### src/rtl/drx_pkg.sv
package drx_pkg;

   typedef enum logic [2:0] {
      PH_IDLE   = 3'd0,
      PH_OFF    = 3'd1,
      PH_CPU    = 3'd2,
      PH_SETTLE = 3'd3,
      PH_RX     = 3'd4
   } phase_e;

   // register addresses
   localparam int ADR_PWR    = 0;
   localparam int ADR_MODE   = 1;
   localparam int ADR_OFF_HI = 4;
   localparam int ADR_OFF_LO = 5;
   localparam int ADR_CPU    = 6;
   localparam int ADR_SET_HI = 7;
   localparam int ADR_SET_LO = 8;

   // section-enable bit positions of the two peak detectors
   localparam int PWR_FSK_PEAK = 3;
   localparam int PWR_ASK_PEAK = 1;

endpackage

### src/rtl/drx_regfile.sv
module drx_regfile
   import drx_pkg::*;
#(
   parameter int ADDR_W  = 4,
   parameter int DATA_W  = 8,
   parameter int PS_BITS = 2
) (
   input  logic                  clk,
   input  logic                  rst_n,
   input  logic                  wr_en,
   input  logic [ADDR_W-1:0]     wr_addr,
   input  logic [DATA_W-1:0]     wr_data,
   output logic [DATA_W-1:0]     pwr_q,
   output logic                  duty_on,
   output logic [PS_BITS-1:0]    ps_sel,
   output logic [2*DATA_W-1:0]   off_val,
   output logic [DATA_W-1:0]     cpu_val,
   output logic [2*DATA_W-1:0]   set_val,
   output logic                  cpu_ok
);

   localparam int MODE_W = PS_BITS + 1;

   logic [MODE_W-1:0] mode_q;
   logic [DATA_W-1:0] off_hi_q, off_lo_q, set_hi_q, set_lo_q, cpu_q;

   always_ff @(posedge clk or negedge rst_n) begin
      if (!rst_n) begin
         pwr_q    <= '0;
         mode_q   <= '0;
         off_hi_q <= '0;
         off_lo_q <= '0;
         cpu_q    <= '0;
         set_hi_q <= '0;
         set_lo_q <= '0;
         cpu_ok   <= 1'b0;
      end else if (wr_en) begin
         case (int'(wr_addr))
            ADR_PWR:    pwr_q    <= wr_data;
            ADR_MODE:   mode_q   <= wr_data[MODE_W-1:0];
            ADR_OFF_HI: off_hi_q <= wr_data;
            ADR_OFF_LO: off_lo_q <= wr_data;
            ADR_CPU: begin
               cpu_q  <= wr_data;
               cpu_ok <= 1'b1;
            end
            ADR_SET_HI: set_hi_q <= wr_data;
            ADR_SET_LO: set_lo_q <= wr_data;
            default: ;
         endcase
      end
   end

   assign duty_on = mode_q[0];
   assign ps_sel  = mode_q[MODE_W-1:1];
   assign off_val = {off_hi_q, off_lo_q};
   assign set_val = {set_hi_q, set_lo_q};
   assign cpu_val = cpu_q;

endmodule

### src/rtl/drx_prescaler.sv
module drx_prescaler #(
   parameter int PS_BITS = 2,
   parameter int PS_STEP = 2
) (
   input  logic               clk,
   input  logic               rst_n,
   input  logic               clear,
   input  logic               base_tick,
   input  logic [PS_BITS-1:0] sel,
   output logic               tick_out
);

   generate
      if (PS_STEP == 0) begin : g_bypass
         assign tick_out = base_tick;
      end else begin : g_div
         localparam int PCW = PS_STEP * ((1 << PS_BITS) - 1);

         logic [PCW-1:0] pcnt;
         logic [PCW:0]   lim;
         logic           hit;

         always_comb begin
            lim = ((PCW+1)'(1) << (PS_STEP * int'(sel))) - (PCW+1)'(1);
            hit = (pcnt == lim[PCW-1:0]);
         end

         always_ff @(posedge clk or negedge rst_n) begin
            if (!rst_n)         pcnt <= '0;
            else if (clear)     pcnt <= '0;
            else if (base_tick) pcnt <= hit ? '0 : pcnt + PCW'(1);
         end

         assign tick_out = base_tick && hit;
      end
   endgenerate

endmodule

### src/rtl/drx_countdown.sv
module drx_countdown #(
   parameter int W = 16
) (
   input  logic         clk,
   input  logic         rst_n,
   input  logic         load,
   input  logic [W-1:0] load_val,
   input  logic         tick,
   output logic         expire
);

   logic [W-1:0] cnt;

   always_ff @(posedge clk or negedge rst_n) begin
      if (!rst_n)    cnt <= '0;
      else if (load) cnt <= load_val;
      else if (tick) cnt <= cnt - W'(1);
   end

   // a value of 0 or 1 both end on the next tick
   assign expire = tick && (cnt <= W'(1));

endmodule

### src/rtl/drx_seq_fsm.sv
module drx_seq_fsm
   import drx_pkg::*;
(
   input  logic   clk,
   input  logic   rst_n,
   input  logic   duty_on,
   input  logic   cpu_ok,
   input  logic   restart,
   input  logic   off_exp,
   input  logic   cpu_exp,
   input  logic   set_exp,
   output phase_e phase,
   output logic   load_off,
   output logic   load_cpu,
   output logic   load_set,
   output logic   settled
);

   phase_e nxt;

   always_comb begin
      nxt      = phase;
      load_off = 1'b0;
      load_cpu = 1'b0;
      load_set = 1'b0;
      if (!duty_on) begin
         nxt = PH_IDLE;
      end else begin
         case (phase)
            PH_IDLE:   if (cpu_ok)  begin nxt = PH_OFF;    load_off = 1'b1; end
            PH_OFF:    if (off_exp) begin nxt = PH_CPU;    load_cpu = 1'b1; end
            PH_CPU:    if (cpu_exp) begin nxt = PH_SETTLE; load_set = 1'b1; end
            PH_SETTLE: if (set_exp)       nxt = PH_RX;
            PH_RX:     if (restart) begin nxt = PH_OFF;    load_off = 1'b1; end
            default:                      nxt = PH_IDLE;
         endcase
      end
   end

   always_ff @(posedge clk or negedge rst_n) begin
      if (!rst_n) begin
         phase   <= PH_IDLE;
         settled <= 1'b0;
      end else begin
         phase   <= nxt;
         settled <= (phase == PH_SETTLE) && (nxt == PH_RX);
      end
   end

endmodule

### src/rtl/drx_wake_seq.sv
module drx_wake_seq
   import drx_pkg::*;
#(
   parameter int ADDR_W  = 4,
   parameter int DATA_W  = 8,
   parameter int OFF_W   = 16,
   parameter int CPU_W   = 8,
   parameter int SET_W   = 16,
   parameter int PS_BITS = 2,
   parameter int PS_STEP = 2
) (
   input  logic              clk,
   input  logic              rst_n,
   input  logic              wr_en,
   input  logic [ADDR_W-1:0] wr_addr,
   input  logic [DATA_W-1:0] wr_data,
   input  logic              base_tick,
   input  logic              cpu_tick,
   input  logic              restart,
   output logic              wake_drv_low,
   output logic [DATA_W-2:0] sect_en,
   output logic              settled,
   output logic              cfg_err
);

   localparam int SECT_W = DATA_W - 1;
   localparam logic [SECT_W-1:0] PEAK_MASK =
      (SECT_W'(1) << (PWR_FSK_PEAK - 1)) | (SECT_W'(1) << (PWR_ASK_PEAK - 1));

   generate
      if (DATA_W < 8)                begin : g_chk_data $error("DATA_W must cover the section map"); end
      if (ADDR_W < 4)                begin : g_chk_addr $error("ADDR_W must reach address 8"); end
      if (OFF_W != 2 * DATA_W)       begin : g_chk_off  $error("OFF_W must be two data bytes"); end
      if (SET_W != 2 * DATA_W)       begin : g_chk_set  $error("SET_W must be two data bytes"); end
      if (CPU_W != DATA_W)           begin : g_chk_cpu  $error("CPU_W must be one data byte"); end
      if (PS_BITS < 1 || PS_BITS + 1 > DATA_W)
                                     begin : g_chk_ps   $error("PS_BITS out of range"); end
   endgenerate

   logic [DATA_W-1:0]  pwr_q;
   logic               duty_on, cpu_ok;
   logic [PS_BITS-1:0] ps_sel;
   logic [OFF_W-1:0]   off_val;
   logic [CPU_W-1:0]   cpu_val;
   logic [SET_W-1:0]   set_val;
   logic               pres_tick;
   logic               off_exp, cpu_exp, set_exp;
   logic               load_off, load_cpu, load_set;
   phase_e             phase;

   drx_regfile #(.ADDR_W(ADDR_W), .DATA_W(DATA_W), .PS_BITS(PS_BITS)) u_regs (
      .clk, .rst_n, .wr_en, .wr_addr, .wr_data,
      .pwr_q, .duty_on, .ps_sel, .off_val, .cpu_val, .set_val, .cpu_ok
   );

   drx_prescaler #(.PS_BITS(PS_BITS), .PS_STEP(PS_STEP)) u_pres (
      .clk, .rst_n, .clear(load_off), .base_tick, .sel(ps_sel), .tick_out(pres_tick)
   );

   drx_countdown #(.W(OFF_W)) u_off (
      .clk, .rst_n, .load(load_off), .load_val(off_val),
      .tick(pres_tick && (phase == PH_OFF)), .expire(off_exp)
   );

   drx_countdown #(.W(CPU_W)) u_cpu (
      .clk, .rst_n, .load(load_cpu), .load_val(cpu_val),
      .tick(cpu_tick && (phase == PH_CPU)), .expire(cpu_exp)
   );

   drx_countdown #(.W(SET_W)) u_set (
      .clk, .rst_n, .load(load_set), .load_val(set_val),
      .tick(base_tick && (phase == PH_SETTLE)), .expire(set_exp)
   );

   drx_seq_fsm u_fsm (
      .clk, .rst_n, .duty_on, .cpu_ok, .restart,
      .off_exp, .cpu_exp, .set_exp,
      .phase, .load_off, .load_cpu, .load_set, .settled
   );

   always_comb begin
      case (phase)
         PH_SETTLE: sect_en = pwr_q[DATA_W-1:1] & ~PEAK_MASK;
         PH_RX:     sect_en = pwr_q[DATA_W-1:1];
         default:   sect_en = '0;
      endcase
   end

   assign wake_drv_low = (phase == PH_CPU);
   assign cfg_err      = duty_on && !cpu_ok;

endmodule

### config.mk
export PLATFORM = sky130hd
export DESIGN_NAME = drx_wake_seq
export DESIGN_NICKNAME = d
export VERILOG_FILES = /design/src/rtl/drx_pkg.sv /design/src/rtl/drx_regfile.sv /design/src/rtl/drx_prescaler.sv /design/src/rtl/drx_countdown.sv /design/src/rtl/drx_seq_fsm.sv /design/src/rtl/drx_wake_seq.sv
export SDC_FILE = /design/constraint.sdc
export NUM_CORES = 1
export LEC_CHECK = 0
export BUFFER_PORTS_ARGS = -buffer_cell sky130_fd_sc_hd__buf_2
export CORE_MARGIN = 2
export CORE_UTILIZATION = 26
export CTS_CLUSTER_DIAMETER = 100
export DETAILED_ROUTE_END_ITERATION = 12
export SLEW_MARGIN = 10
export SYNTH_ARGS = -nofsm -noshare
export SYNTH_HDL_FRONTEND = slang
export SYNTH_SLANG_ARGS = --single-unit
### constraint.sdc
create_clock -name clk -period 2.4 [get_ports clk]
set_clock_uncertainty 0.1 [all_clocks]
set_input_delay 0.12 -clock clk [delete_from_list [all_inputs] [get_ports clk]]
set_output_delay 0.12 -clock clk [all_outputs]
set_load 0.02 [all_outputs]
==> flow_summary.yaml <==
flow_run:
  drv_cap: 0
synth:
  yosysUniqueCellTypes: 59
  syn-num-nets: 494
  syn_area_mm2: 0.00507
  postSynthCellCount: 469
  ys_seq_area_share_pct: 49.9
  yosysWarnings: 0
  synth-seq-cells: 101
  syn_avg_cell_area_um2: 10.8
  async_flop_share_pct: 100
  synth-edff-count: 0
  ys.flop_type: "dfrtp_1"
pwr:
  ir_worst_vdd_mv: 0.395
  cellPowerDensity_mw_per_mm2: 852
  clock_power_share_pct: 28.5
  total_power_uw: 5130
  swShare_pct: 32.5
  p_leak_uw: 0.00256
  combinationalPowerShare_pct: 24.6
  power.switching_uw: 1660
  seq_power_share_pct: 46.9
  power.internal_uw: 3460
routing:
  postRouteAntennaNets: 0
  post_drt_via_cell_ratio: 4.93
  route.vias.total: 3887
  dr.pass1.iters: 4
  wl_per_cell_um: 16.6
  totalWireLength_um: 13100
  drt_iter0_markers: 326
  route.detailed.drc: 0
place:
  dp_slack_ps: 95.8
  dp_hpwl_um: 9440
  finalWeightedCongestion: 0.896
  port_buffers: 27
timing:
  post-route-period-util_pct: 96.3
  maxSlewHeadroom_pct: 60.5
  drv_slew: 0
  setup_violations: 0
  period_minus_slack_ps: 2310
  fin_ws_ps: 89.2
  hold_violations: 0
  whs_ps: 14.1
  fin_setup_tns_ps: 0
  tightest_slew_ps: 593
  fmax_mhz: 433
global_route:
  grt-ovfl-total: 0
  grtUsageTotal_pct: 13.7
  grt_pass1_wl_um: 21600
  grt_start_max_net_pins: 59
  grt_pass1_vias: 3917
  antenna_found_initial: 0
floorplanning:
  rows: 51
  fp.dieH_um: 144
  die_w_um: 144
  coreArea_mm2: 0.0193
  ios: 28
  initial_utilization_pct: 26.3
  dieArea_mm2: 0.0206
critical_path:
  r2r_slack_ps: 90
  cp.required_ps: 2580
  r2r_start: "u_fsm.phase[2]"
  cp_max_fo: 7
  worst-endpoint-arrival_ps: 2490
  rr_worst_depth: 5
  cp_num_buf_inv: 0
  cp_slowest_cell: "or4bb_1"
  path_class: "reg -> reg"
  slowest_delay_ps: 620
  r2r_end: "u_off.cnt[12]"
  end_kind: "register"
  startpoint_type: "register"
  crit_path_cell_trace: "or4bb_1, a21o_4, a21o_1, or4_1, a31oi_1"
  critical-path-top-delay-family: "simple AND/OR/NAND/NOR gates"
  cp.depth: 5
clocking:
  h-tree-depth: 3
  clock_latency_ps: 350
  cts_buffers: 9
  cts_root_buf: "clkbuf_16"
  clk_pin_slew_worst_paths_ps: 70
  ctsLongestPathBuffers: 2
  cts.sinks: 101
  tritoncts: "built"
layout:
  final_cell_mix: "dfrtp_1, mux2_2, nand2_1, nor2_1, buf_4"
  nets: 544
  drive_above_1_share_pct: 26.5
  final_common_cell: "dfrtp_1"
  utilization_pct: 31.2
  num_antenna_cells: 0
  syn_to_final_growth_pct: 18.7
hold_path:
  min_path_type: "in -> reg"
  hold_start: "wr_data[6]"
  min_path_cells: 2
  whs_endpoint: "u_regs.off_hi_q[6]"
outcome:
  status: "completed"
[cell families (layout without fill, tap and decap cells)]
family          Yosys count  after routing  share of synthesized area (%)
buf+inv                  26             81                           1.98
simple gates            181            181                           19.2
fa+ha+maj                 7              7                           1.73
xor+xnor                 17             17                           2.94
mux                      54             54                           12.0
flops                   101            101                           49.9
compound gates           83             83                           12.3
[how the worst max path moves through the flow]
stage,slack (ps),endpoint,from
6_report,90,u_off.cnt[12],u_fsm.phase[2]
5_1_grt,-10,u_cpu.cnt[0],u_fsm.phase[2]
3_3_place_gp,130,u_fsm.phase[0],u_regs.mode_q[1]
2_1_floorplan,110,u_cpu.cnt[0],u_fsm.phase[1]
4_1_cts,80,u_cpu.cnt[0],u_fsm.phase[2]
3_5_place_dp,100,u_off.cnt[12],u_fsm.phase[2]
[area by class of cell]
class                           count  area (um2)
Timing Repair Buffer               55         363
Fill cell                        2021       13300
Clock inverter                      6        63.8
Inverter                           10        37.5
Clock buffer                       10         229
Tap cell                          265         332
Multi-Input combinational cell    342        2460
Sequential cell                   101        2530
[registers in the layout (all words and copies together), names as in the netlist, 8 cells and up]
signal	count
u_regs.set_lo_q	8
u_regs.off_hi_q	8
u_cpu.cnt	8
u_regs.cpu_val	8
u_set.cnt	16
u_regs.off_lo_q	8
u_regs.set_hi_q	8
u_off.cnt	16
[what timing repair did]
action                                  in CTS  in global routing
setup buffers                                0                  1
endpoints found under the setup margin       0                  8
endpoints found under the hold margin       43                  0
gates resized for setup                      0                  5
hold buffers                                 1                  0
[per-stage QoR]
stage	area [um2]	cells
2_1_floorplan	5070	469
3_3_place_gp	5680	771
3_5_place_dp	5680	771
4_1_cts	5980	788
5_1_grt	6010	789
6_report	6010	789
[Yosys cell counts (7+ instances only)]
cell type | instances | share of area, %
clkbuf_1 | 14 | 1.0
inv_1 | 10 | 0.74
and3_1 | 7 | 0.86
or3_1 | 8 | 0.99
nand2_1 | 41 | 3.0
dfrtp_1 | 101 | 50
o211ai_1 | 10 | 1.5
and2_1 | 7 | 0.86
nor3_1 | 11 | 1.1
o21ai_0 | 23 | 2.3
a31oi_1 | 8 | 0.99
nand3b_1 | 7 | 1.0
xnor2_1 | 7 | 1.2
xor2_1 | 10 | 1.7
nor2_1 | 32 | 2.4
nor4_1 | 8 | 0.99
or4_1 | 7 | 1.0
mux2_2 | 52 | 12
nand3_1 | 21 | 2.1
ha_1 | 7 | 1.7
[metal layers]
metal	wire [um]	share of wire [%]	track usage, %
met5	0	0	0
met4	216	1.6	4.39
met3	553	4.2	3.10
met2	5860	45	21.1
met1	6490	49	19.1
[power groups by stage]
stage	registers [uW]	clock network, uW	logic [uW]
global route	2460	1570	1400
CTS	2390	1500	1250
detailed placement	2420	0	1240
finish	2410	1460	1260
global placement	2410	0	1210
floorplan	2320	0	848
[worst reg2reg max path: stages, from the launching register on]
cell and delay [ps]:
dfrtp_1 390, or4bb_1 620, a21o_4 270, a21o_1 210, or4_1 480, a31oi_1 170
Power figures use the tool's default switching activity.
